### config.mk
export PLATFORM = sky130hd
export DESIGN_NAME = xcvrParity
export DESIGN_NICKNAME = d
export VERILOG_FILES = /design/src/rtl/xcvr_pkg.sv /design/src/rtl/xcvrCtl.sv /design/src/rtl/parityTree.sv /design/src/rtl/xcvrDatapath.sv /design/src/rtl/xcvrParity.sv
export SDC_FILE = /design/constraint.sdc
export NUM_CORES = 1
export LEC_CHECK = 0
export BUFFER_PORTS_ARGS = -buffer_cell sky130_fd_sc_hd__clkbuf_2
export CAP_MARGIN = 5
export CELL_PAD_IN_SITES_DETAIL_PLACEMENT = 0
export CELL_PAD_IN_SITES_GLOBAL_PLACEMENT = 1
export CORE_ASPECT_RATIO = 1.5
export CORE_MARGIN = 10
export CORE_UTILIZATION = 17
export DETAILED_ROUTE_END_ITERATION = 8
export PLACE_DENSITY = 0.86
export SLEW_MARGIN = 25
export SYNTH_ARGS = -nofsm -noshare
export SYNTH_HDL_FRONTEND = slang
export SYNTH_SLANG_ARGS = --single-unit
export TNS_END_PERCENT = 30
### constraint.sdc
create_clock -name vclk -period 2.05
set_input_delay 0.615 -clock vclk [all_inputs]
set_output_delay 0.615 -clock vclk [all_outputs]
set_load 0.1 [all_outputs]
### src/rtl/xcvr_pkg.sv
package xcvr_pkg;
  // Strobes from the direction control to the datapath
  typedef struct packed {
    logic aDrive;    // port A is driven (receive)
    logic bDrive;    // port B is driven (transmit)
    logic parDrive;  // parity pin is driven (transmit)
    logic errDrive;  // error flag is driven (receive)
    logic useA;      // parity tree watches port A input
  } xcvrStrobes_t;
endpackage

### src/rtl/xcvrCtl.sv
module xcvrCtl
  import xcvr_pkg::*;
(
  input  logic         oeN,
  input  logic         dirTx,
  output xcvrStrobes_t stb
);
  logic enabled;
  assign enabled = ~oeN;

  always_comb begin
    stb.aDrive   = enabled & ~dirTx;
    stb.bDrive   = enabled &  dirTx;
    stb.parDrive = enabled &  dirTx;
    stb.errDrive = enabled & ~dirTx;
    stb.useA     = dirTx;
  end
endmodule

### src/rtl/parityTree.sv
module parityTree #(
  parameter int WIDTH = 8
) (
  input  logic [WIDTH-1:0] vec,
  output logic             oddOnes
);
  logic [WIDTH:0] acc;
  assign acc[0] = 1'b0;

  for (genvar i = 0; i < WIDTH; i++) begin : g_chain
    assign acc[i+1] = acc[i] ^ vec[i];
  end

  assign oddOnes = acc[WIDTH];
endmodule

### src/rtl/xcvrDatapath.sv
module xcvrDatapath
  import xcvr_pkg::*;
#(
  parameter int DATA_W = 8
) (
  input  xcvrStrobes_t      stb,
  input  logic              senseOdd,
  input  logic [DATA_W-1:0] aIn,
  input  logic [DATA_W-1:0] bIn,
  input  logic              parIn,
  output logic [DATA_W-1:0] aOut,
  output logic [DATA_W-1:0] aDrv,
  output logic [DATA_W-1:0] bOut,
  output logic [DATA_W-1:0] bDrv,
  output logic              parOut,
  output logic              parDrv,
  output logic              errOut,
  output logic              errDrv
);
  logic [DATA_W-1:0] treeIn;
  logic              treeOdd;

  for (genvar i = 0; i < DATA_W; i++) begin : g_lane
    assign aOut[i] = stb.aDrive & bIn[i];
    assign bOut[i] = stb.bDrive & aIn[i];
    assign aDrv[i] = stb.aDrive;
    assign bDrv[i] = stb.bDrive;
  end

  // One shared tree: port A input when sending, received byte otherwise
  assign treeIn = stb.useA ? aIn : aOut;

  parityTree #(.WIDTH(DATA_W)) uTree (
    .vec     (treeIn),
    .oddOnes (treeOdd)
  );

  assign parDrv = stb.parDrive;
  assign parOut = stb.parDrive & (treeOdd ^ senseOdd);
  assign errDrv = stb.errDrive;
  assign errOut = stb.errDrive & ~(treeOdd ^ parIn ^ senseOdd);
endmodule

### src/rtl/xcvrParity.sv
module xcvrParity
  import xcvr_pkg::*;
#(
  parameter int DATA_W = 8
) (
  input  logic              oeN,
  input  logic              dirTx,
  input  logic              senseOdd,
  input  logic [DATA_W-1:0] aIn,
  output logic [DATA_W-1:0] aOut,
  output logic [DATA_W-1:0] aDrv,
  input  logic [DATA_W-1:0] bIn,
  output logic [DATA_W-1:0] bOut,
  output logic [DATA_W-1:0] bDrv,
  input  logic              parIn,
  output logic              parOut,
  output logic              parDrv,
  output logic              errOut,
  output logic              errDrv
);
  xcvrStrobes_t stb;

  xcvrCtl uCtl (
    .oeN   (oeN),
    .dirTx (dirTx),
    .stb   (stb)
  );

  xcvrDatapath #(.DATA_W(DATA_W)) uPath (
    .stb      (stb),
    .senseOdd (senseOdd),
    .aIn      (aIn),
    .bIn      (bIn),
    .parIn    (parIn),
    .aOut     (aOut),
    .aDrv     (aDrv),
    .bOut     (bOut),
    .bDrv     (bDrv),
    .parOut   (parOut),
    .parDrv   (parDrv),
    .errOut   (errOut),
    .errDrv   (errDrv)
  );
endmodule

==> results_dict.tcl <==
set metrics [dict create \
    status "complete, but fails checks" \
    violations "setup timing" \
    cap_viol_max_count 0 \
    fin_nets 137 \
    avgViaCountPerCell 4.28 \
    power_frac_comb 1.000 \
    die_y_um 80.2 \
    setup_viol 29 \
    wl_per_cell_um 16.7 \
    fmax_ghz 0.378 \
    max_stage_delay_ns 0.25 \
    place_ws_ns -0.619 \
    cp-end-kind "output port" \
    antenna_found_initial 0 \
    synth_area_per_cell_sq_um 7.20 \
    gp_congestion 0.717 \
    ys_types 12 \
    crit_fanout 2 \
    ioPinCount 56 \
    ant_nets 0 \
    hold_viol_final 0 \
    power.share.sequential 0 \
    numPortBuffers 56 \
    drv_slew 0 \
    drc 0 \
    diodes 0 \
    path_delay_family "XOR/XNOR gates" \
    setup-tns-final_ns -2.14 \
    syn_nets 77 \
    worstSetupStartpointType "input port" \
    critPathArrivalTime_ns 2.03 \
    cp_slowest_cell "a22oi_2" \
    grt_pass1_wl_mm 3.22 \
    drtIter0Drc 0 \
    critical_path_required_ns 1.43 \
    seq_cells 0 \
    first_pass_iters 1 \
    drive_gt1_frac 0.913 \
    gr-total-overflow 0 \
    dp_cells 124 \
    regArea_sq_um 0 \
    final_core_util 0.685 \
    ctsHoldBuffers 0 \
    finalWorstPathRequiredPeriod_ns 2.64 \
    num_vias 591 \
    finish.cell_count_without_fillers 138 \
    synthCells 57 \
    p_leak_nw 0.705 \
    synth_area_sq_um 410 \
    ys_warn_count 0 \
    p_per_area_nw_per_um2 439 \
    post-route-period-util 1.29 \
    track_usage 0.0817 \
    nFillCells 158 \
    crit_chain "clkbuf_2, xor2_1, a22oi_2, xnor2_2, xnor2_2, buf_6, mux2i_4, buf_12" \
    grt_pass1_vias 667 \
    nClkBuffers 0 \
    p_clk_frac 0 \
    dp_hpwl_mm 1.78 \
    initial_core_util 0.182 \
    rsz0062_at_grt "true" \
    crit_buf_inv 3 \
    worst_slack_ns -0.593 \
    p_int_mw 0.285 \
    worst_slew_pin_slew_ns 0.218 \
    slew-limit-headroom 0.854 \
    vdd_ir_drop_max_mv 0.341 \
    die_area_sq_um 4820 \
    synthToLayoutAreaGrowth_pct 277 \
    die_x_um 60.1 \
    swShare 0.581 \
    p_total_mw 0.680 \
    routed_wl_mm 2.31 \
    grt_max_degree 19 \
    row_count 21 \
    core_area_sq_um 2260 \
    yosysSeqAreaShare 0 \
    worst_path_most_repeated_cell "xnor2_2" \
    p_switching_mw 0.395 \
    setup.worst_path.class "input port to output port" \
    worstHoldPathType "input port to output port" \
]
area by class of cell:
cell class                      instances  area [sq um]  share of cell area
Timing Repair Buffer                   76          1110               0.715
Multi-Input combinational cell         39           413               0.267
Tap cell                               23          28.8              0.0186
power by group through the flow:
stage,Sequential [mW],Combinational [mW],Clock (mW)
2_1_floorplan,0,0.397,0
4_1_cts,0,0.625,0
5_1_grt,0,0.703,0
6_report,0,0.680,0
3_3_place_gp,0,0.598,0
3_5_place_dp,0,0.603,0
per-stage QoR:
step	hold WS (ns)	instance area, sq um
3_3_place_gp	1.62	1250
4_1_cts	1.62	1330
3_5_place_dp	1.62	1250
5_1_grt	1.64	1550
6_report	1.63	1550
2_1_floorplan	1.45	480
path summary, 6_finish.rpt:
| check | from | endpoint | slack (ns) | cells past startpoint |
|---|---|---|---|---|
| setup / recovery | bIn[1] | errOut | -0.59 | 8 |
| hold / removal | bIn[2] | aOut[2] | 1.63 | 3 |
placed cells by master, fill, tap and decap left out, drive strengths merged:
cell type  instances
a22oi              3
and2              16
buf               58
clkbuf            18
mux2i              2
nand2              2
nor2               1
nor2b              1
or3                1
or3b               1
xnor2              4
xor2               8
synthesized netlist by cell type:
master	number	share of area
or3_1	1	0.015
nor2b_1	1	0.015
nor2_2	1	0.015
or3b_2	1	0.021
nand2_1	2	0.018
buf_4	16	0.29
xnor2_1	4	0.085
mux2i_1	2	0.049
a22oi_1	3	0.055
xor2_1	8	0.17
clkbuf_1	2	0.018
and2_1	16	0.24
what timing repair did:
| item | CTS | global route |
|---|---|---|
| buffers inserted | 4 | 9 |
| setup endpoints to repair | 36 | 36 |
| cloned | 1 | 0 |
| pin swaps | 5 | 15 |
| resized for setup | 12 | 33 |
cell families after synthesis:
| kind of cell | count (synthesis) | share of synthesized area |
|---|---|---|
| XOR/XNOR | 12 | 0.256 |
| AO/OA/AOI/OAI | 3 | 0.0549 |
| AND/OR/NAND/NOR | 22 | 0.329 |
| multiplexers | 2 | 0.0488 |
| buffers and inverters | 18 | 0.311 |
layer usage:
metal  track usage  vias to the layer above  part of all wire
met4             0                        0                 0
met5             0                        -                 0
met3        0.0677                        0              0.18
li1              -                      279                 -
met1        0.0675                      266              0.27
met2         0.152                       46              0.55
Power figures use the tool's default switching activity.
